===== src/rtl/fsp_pkg.sv =====
package fsp_pkg;

  typedef enum logic {
    FS_ENVELOPE = 1'b0,
    FS_PULSE    = 1'b1
  } fs_mode_e;

  function automatic logic idle_level(input fs_mode_e m);
    return (m == FS_PULSE) ? 1'b0 : 1'b1;
  endfunction

endpackage


===== src/rtl/fsp_sclk_gen.sv =====
module fsp_sclk_gen #(
  parameter int HALF_DIV = 4
) (
  input  logic clk,
  input  logic rst,
  output logic sclk_o,
  output logic rise_o,
  output logic fall_o
);

  localparam int CNT_W = (HALF_DIV > 1) ? $clog2(HALF_DIV) : 1;
  localparam logic [CNT_W-1:0] CNT_LAST = CNT_W'(HALF_DIV - 1);

  logic [CNT_W-1:0] cnt_q;
  logic             sclk_q;
  logic             wrap;

  assign wrap   = (cnt_q == CNT_LAST);
  assign rise_o = wrap && !sclk_q;
  assign fall_o = wrap && sclk_q;
  assign sclk_o = sclk_q;

  always_ff @(posedge clk) begin
    if (rst) begin
      cnt_q  <= '0;
      sclk_q <= 1'b0;
    end else if (wrap) begin
      cnt_q  <= '0;
      sclk_q <= ~sclk_q;
    end else begin
      cnt_q  <= cnt_q + CNT_W'(1);
    end
  end

  AST_CNT_RANGE: assert property (@(posedge clk) disable iff (rst)
    cnt_q <= CNT_LAST);
  AST_RISE_HIGH: assert property (@(posedge clk) disable iff (rst)
    rise_o |=> sclk_o);
  AST_FALL_LOW: assert property (@(posedge clk) disable iff (rst)
    fall_o |=> !sclk_o);

endmodule


===== src/rtl/fsp_framer.sv =====
module fsp_framer
  import fsp_pkg::*;
#(
  parameter int WORD_W      = 16,
  parameter int FRAME_SLOTS = 20
) (
  input  logic              clk,
  input  logic              rst,
  input  logic              mode_i,
  input  logic              sclk_i,
  input  logic              rise_i,
  input  logic              fall_i,
  input  logic [WORD_W-1:0] tx_word_i,
  input  logic              sd_in_i,
  output logic              fs_o,
  output logic              sd_out_o,
  output logic [WORD_W-1:0] rx_word_o,
  output logic              rx_valid_o
);

  localparam int SLOT_W = $clog2(FRAME_SLOTS);
  localparam logic [SLOT_W-1:0] SLOT_LAST = SLOT_W'(FRAME_SLOTS - 1);
  localparam logic [SLOT_W-1:0] DATA_FIRST = SLOT_W'(1);
  localparam logic [SLOT_W-1:0] DATA_LAST = SLOT_W'(WORD_W);

  logic [SLOT_W-1:0] slot_q, slot_nx;
  fs_mode_e          mode_q, mode_nx, mode_pin;
  logic              data_nx, data_cur;
  logic [WORD_W-1:0] tx_sh, rx_sh, rx_next;
  logic              fs_q, dout_q;

  assign mode_pin = fs_mode_e'(mode_i);
  assign slot_nx  = (slot_q == SLOT_LAST) ? '0 : slot_q + SLOT_W'(1);
  assign mode_nx  = (slot_nx == '0) ? mode_pin : mode_q;
  assign data_nx  = (slot_nx >= DATA_FIRST) && (slot_nx <= DATA_LAST);
  assign data_cur = (slot_q >= DATA_FIRST) && (slot_q <= DATA_LAST);
  assign rx_next  = {rx_sh[WORD_W-2:0], sd_in_i};

  // Transmit side: everything moves on the serial-clock rising edge
  always_ff @(posedge clk) begin
    if (rst) begin
      slot_q <= SLOT_LAST;
      mode_q <= mode_pin;
      fs_q   <= idle_level(mode_pin);
      dout_q <= 1'b0;
      tx_sh  <= '0;
    end else if (rise_i) begin
      slot_q <= slot_nx;
      mode_q <= mode_nx;
      if (mode_nx == FS_PULSE) fs_q <= (slot_nx == '0);
      else                     fs_q <= !data_nx;
      if (slot_nx == '0) begin
        tx_sh  <= tx_word_i;
        dout_q <= 1'b0;
      end else if (data_nx) begin
        dout_q <= tx_sh[WORD_W-1];
        tx_sh  <= {tx_sh[WORD_W-2:0], 1'b0};
      end else begin
        dout_q <= 1'b0;
      end
    end
  end

  // Receive side: samples on the serial-clock falling edge
  always_ff @(posedge clk) begin
    if (rst) begin
      rx_sh      <= '0;
      rx_word_o  <= '0;
      rx_valid_o <= 1'b0;
    end else begin
      rx_valid_o <= 1'b0;
      if (fall_i && data_cur) begin
        rx_sh <= rx_next;
        if (slot_q == DATA_LAST) begin
          rx_word_o  <= rx_next;
          rx_valid_o <= 1'b1;
        end
      end
    end
  end

  assign fs_o     = fs_q;
  assign sd_out_o = dout_q;

  AST_FS_ON_RISE: assert property (@(posedge clk) disable iff (rst)
    !$stable(fs_o) |-> $rose(sclk_i));
  AST_PULSE_ONE_SLOT: assert property (@(posedge clk) disable iff (rst)
    (rise_i && fs_o && mode_q == FS_PULSE) |=> !fs_o);
  AST_DOUT_ON_RISE: assert property (@(posedge clk) disable iff (rst)
    !$stable(sd_out_o) |-> $rose(sclk_i));
  AST_RX_ON_FALL: assert property (@(posedge clk) disable iff (rst)
    !$stable(rx_sh) |-> $fell(sclk_i));
  AST_VALID_SINGLE: assert property (@(posedge clk) disable iff (rst)
    rx_valid_o |=> !rx_valid_o);
  AST_WORD_HELD: assert property (@(posedge clk) disable iff (rst)
    !$stable(rx_word_o) |-> rx_valid_o);
  AST_MODE_AT_FRAME: assert property (@(posedge clk) disable iff (rst)
    !$stable(mode_q) |-> (slot_q == '0));
  AST_SLOT_RANGE: assert property (@(posedge clk) disable iff (rst)
    slot_q <= SLOT_LAST);

endmodule


===== src/rtl/fsp_port.sv =====
module fsp_port #(
  parameter int NUM_CH      = 2,
  parameter int WORD_W      = 16,
  parameter int FRAME_SLOTS = 20,
  parameter int HALF_DIV    = 4
) (
  input  logic                     clk,
  input  logic                     rst,
  input  logic                     mode_i,
  input  logic [NUM_CH*WORD_W-1:0] tx_word_i,
  output logic [NUM_CH*WORD_W-1:0] rx_word_o,
  output logic [NUM_CH-1:0]        rx_valid_o,
  output logic [NUM_CH-1:0]        sclk_o,
  output logic [NUM_CH-1:0]        fs_o,
  output logic [NUM_CH-1:0]        sd_out_o,
  input  logic [NUM_CH-1:0]        sd_in_i
);

  for (genvar c = 0; c < NUM_CH; c++) begin : g_ch
    logic sclk, rise, fall;

    fsp_sclk_gen #(.HALF_DIV(HALF_DIV)) u_clk (
      .clk    (clk),
      .rst    (rst),
      .sclk_o (sclk),
      .rise_o (rise),
      .fall_o (fall)
    );

    fsp_framer #(.WORD_W(WORD_W), .FRAME_SLOTS(FRAME_SLOTS)) u_frm (
      .clk        (clk),
      .rst        (rst),
      .mode_i     (mode_i),
      .sclk_i     (sclk),
      .rise_i     (rise),
      .fall_i     (fall),
      .tx_word_i  (tx_word_i[c*WORD_W +: WORD_W]),
      .sd_in_i    (sd_in_i[c]),
      .fs_o       (fs_o[c]),
      .sd_out_o   (sd_out_o[c]),
      .rx_word_o  (rx_word_o[c*WORD_W +: WORD_W]),
      .rx_valid_o (rx_valid_o[c])
    );

    assign sclk_o[c] = sclk;
  end

endmodule


===== config.mk =====
export PLATFORM = sky130hd
export DESIGN_NAME = fsp_port
export DESIGN_NICKNAME = d
export VERILOG_FILES = /design/src/rtl/fsp_pkg.sv /design/src/rtl/fsp_sclk_gen.sv /design/src/rtl/fsp_framer.sv /design/src/rtl/fsp_port.sv
export SDC_FILE = /design/constraint.sdc
export NUM_CORES = 1
export LEC_CHECK = 0
export ABC_AREA = 1
export CORE_MARGIN = 1
export CORE_UTILIZATION = 25
export CTS_CLUSTER_SIZE = 8
export DETAILED_ROUTE_END_ITERATION = 8
export SLEW_MARGIN = 40
export SYNTH_ARGS = -nofsm -noshare
export SYNTH_HDL_FRONTEND = slang
export SYNTH_SLANG_ARGS = --single-unit

===== constraint.sdc =====
create_clock -name clk -period 2.3 [get_ports clk]
set_input_delay 0.69 -clock clk [delete_from_list [all_inputs] [get_ports clk]]
set_output_delay 0.69 -clock clk [all_outputs]
set_load 0.02 [all_outputs]

==> impl_metrics.env <==
export IMPL_status="completed"
export IMPL_synth_cell_type_count=32
export IMPL_path_cells="clkdlybuf4s50_1"
export IMPL_ys_warn_count=0
export IMPL_clockRootBuffer="clkbuf_16"
export IMPL_min_path_cells=1
export IMPL_slew_headroom_pct=50.83
export IMPL_final_cell_area_um2=7059
export IMPL_layout_nets=877
export IMPL_p_leak_uw=0.003100
export IMPL_viasPerCell=4.188
export IMPL_grt_pass1_vias=4383
export IMPL_holdBufCountCts=0
export IMPL_start_util_pct=25.64
export IMPL_grt_pass1_wl_mm=21.15
export IMPL_start_kind="flop"
export IMPL_drt_iter0_markers=259
export IMPL_antenna_found_initial=0
export IMPL_port_buffers=76
export IMPL_grt_overflow=0
export IMPL_min_to="g_ch[1].u_clk.cnt_q[0]"
export IMPL_vias=4691
export IMPL_cts_setup_buffers=0
export IMPL_min_delay_start="g_ch[1].u_clk.cnt_q[0]"
export IMPL_finalCritPeriodShare_pct=95.00
export IMPL_tightest_slew_ns=0.7348
export IMPL_remaining_drc_errors=0
export IMPL_crit_family="buffers and inverters"
export IMPL_peakVddDrop_mv=0.5643
export IMPL_drv_slew=0
export IMPL_cts_tree="done"
export IMPL_arrival_ns=1.49
export IMPL_synth_seq_cells=118
export IMPL_clock_sinks=118
export IMPL_yosysSeqAreaShare_pct=44.42
export IMPL_syn_inst=762
export IMPL_track_usage_pct=11.97
export IMPL_wl_per_cell_um=11.13
export IMPL_cts_resized=0
export IMPL_max_cap_viol_count=0
export IMPL_holdCritPathClass="flop to flop"
export IMPL_ant_nets=0
export IMPL_cp_num_buf_inv=1
export IMPL_die_w_um=149.1
export IMPL_dp_hpwl_mm=8.545
export IMPL_cp_end_kind="output port"
export IMPL_syn_area_um2=5408
export IMPL_finalSetupViolations=0
export IMPL_worst_slack_ns=0.1151
export IMPL_reg2reg_slack_ns=0.25
export IMPL_clk_latency_ns=0.41
export IMPL_rr_startpoint="g_ch[0].u_frm.slot_q[0]"
export IMPL_cp_max_fo=4
export IMPL_crit_required_ns=1.61
export IMPL_final_cell_count_no_fill=1120
export IMPL_dieArea_um2=22220
export IMPL_cts_buffers=17
export IMPL_critical_path_class="flop to output port"
export IMPL_gp_congestion=0.8100
export IMPL_die_y_um=149.1
export IMPL_r2r_cells=7
export IMPL_cpPeakStageDelay_ns=0.68
export IMPL_fin_util_pct=33.48
export IMPL_htreeDepth=4
export IMPL_r2r_end="g_ch[0].u_frm.mode_q"
export IMPL_cp_slowest_cell="clkdlybuf4s50_1"
export IMPL_totalWireLength_mm=12.47
export IMPL_skew_ns=0.009546
export IMPL_rows=53
export IMPL_syn_area_per_cell_um2=7.097
export IMPL_clkTransAtPathRegs_ns=0.05
export IMPL_pre_cts_slack_ns=0.1369
export IMPL_area_growth_pct=30.54
export IMPL_core_um2=21090
export IMPL_place_area_um2=6407
export IMPL_hold_violations=0
export IMPL_fmax_mhz=457.7
export IMPL_drt_pass1_iter_count=5
export IMPL_fillers=2250
export IMPL_syn_num_nets=807
export IMPL_diodes=0
export IMPL_dp_cells=1088
export IMPL_grt_max_degree=33
export IMPL_powerDensity_nw_per_um2=834.5
export IMPL_drive_gt1_share_pct=9.704
export IMPL_tns_ns=0
export IMPL_clock_path_buffers=2
export IMPL_period_minus_slack_ns=2.185
export IMPL_ios=77
export IMPL_rsz0062_at_grt="false"
[worst max path at each step]
stage,from,to,slack (ns),cells past startpoint
4_1_cts,g_ch[1].u_clk.sclk_o,sclk_o[1],0.07,1
2_1_floorplan,g_ch[0].u_frm.slot_q[0],g_ch[0].u_frm.mode_q,0.42,8
5_1_grt,g_ch[1].u_clk.sclk_o,sclk_o[1],0.004,1
6_report,g_ch[1].u_clk.sclk_o,sclk_o[1],0.12,1
3_3_place_gp,rst,g_ch[0].u_frm.rx_word_o[11],0.19,5
3_5_place_dp,rst,g_ch[0].u_frm.mode_q,0.14,4
[layer usage]
metal / share of wire [%] / global-route usage, % / vias up
li1: - / - / 2526
met1: 50 / 15.39 / 2069
met2: 43 / 18.30 / 88
met3: 6.1 / 4.128 / 8
met4: 1.0 / 4.592 / 0
met5: 0 / 0 / -
[cell usage in the layout (no fill, tap or decap), types with 2 or more instances in the layout]
cell,synthesis,final
o21ai_0,34,34
buf_4,10,16
nor2_4,3,3
bufinv_16,0,4
inv_2,4,5
nand2_1,204,204
o21ai_2,2,2
nand2_2,8,8
clkbuf_16,0,18
clkbuf_8,0,2
edfxtp_1,4,4
nand4_1,16,16
clkdlybuf4s50_1,0,76
a22oi_1,2,2
a21oi_4,2,2
clkinv_4,0,2
nand3_2,5,5
o22ai_1,4,4
nor2_1,109,109
dfxtp_1,114,114
ha_1,8,8
nand3_4,3,3
inv_1,87,86
a21oi_1,50,50
nor2_2,3,3
clkbuf_1,11,2
clkinvlp_4,0,3
nand3_1,50,50
[sequential cells by signal, summed over array words and instances, names as in the netlist]
signal,cells
g_ch.u_frm.fs_o,2
g_ch.u_frm.rx_valid_o,2
g_ch.u_frm.sd_out_o,2
g_ch.u_frm.rx_word_o,32
g_ch.u_frm.mode_q,2
g_ch.u_frm.tx_sh,32
g_ch.u_clk.cnt_q,4
g_ch.u_frm.slot_q,10
g_ch.u_clk.sclk_o,2
g_ch.u_frm.rx_sh,30
[area by class of cell]
class                   count  area [um2]  area share, %
clock inverters            10       166.4          2.357
well taps                 275       344.1          4.874
multi-input cells         510        2415          34.21
inverters                  92       345.3          4.892
flip-flops and latches    118        2402          34.03
clock buffers              22       485.5          6.877
repair buffers             93       900.9          12.76
[cells by family after synthesis]
kind of cell,after synthesis,share of synthesized area [%]
adders and majority gates,8,1.851
AOI/OAI and AO/OA,97,9.764
DFF,118,44.42
buffers and inverters,134,11.13
and+or+nand+nor,405,32.83
[synthesized netlist by cell type (all sizes together)]
library cell,instances,area share [%]
nand2,213,15
dfxtp,114,42
nor2,115,8.5
buf,31,4.0
nand3,58,6.5
o21ai,38,3.7
nand4,17,2.2
ha,8,1.9
a21oi,52,5.2
nor4,1,0.12
edfxtp,4,2.2
a22oi,2,0.28
o211ai,1,0.14
inv,91,6.3
clkinv,1,0.069
or2,1,0.12
o22ai,4,0.46
clkbuf,11,0.76
[through the flow]
stage | total power, uW | hold WS [ns]
after floorplan | 2819 | 0.3974
after global placement | 3033 | 0.4062
after detailed placement | 3040 | 0.4135
after CTS | 5978 | 0.4217
after global routing | 6168 | 0.4341
final | 5891 | 0.4173
[report_power, final]
| part | switching (uW) | leakage, uW | total (uW) | internal (uW) |
|---|---|---|---|---|
| Clock | 964 | 0.000308 | 2900 | 1940 |
| Combinational | 505 | 0.00183 | 804 | 299 |
| Sequential | 45.3 | 0.000961 | 2180 | 2140 |
| Total | 1510 | 0.00310 | 5890 | 4380 |
Note: power is estimated with default switching activity, not from simulation.
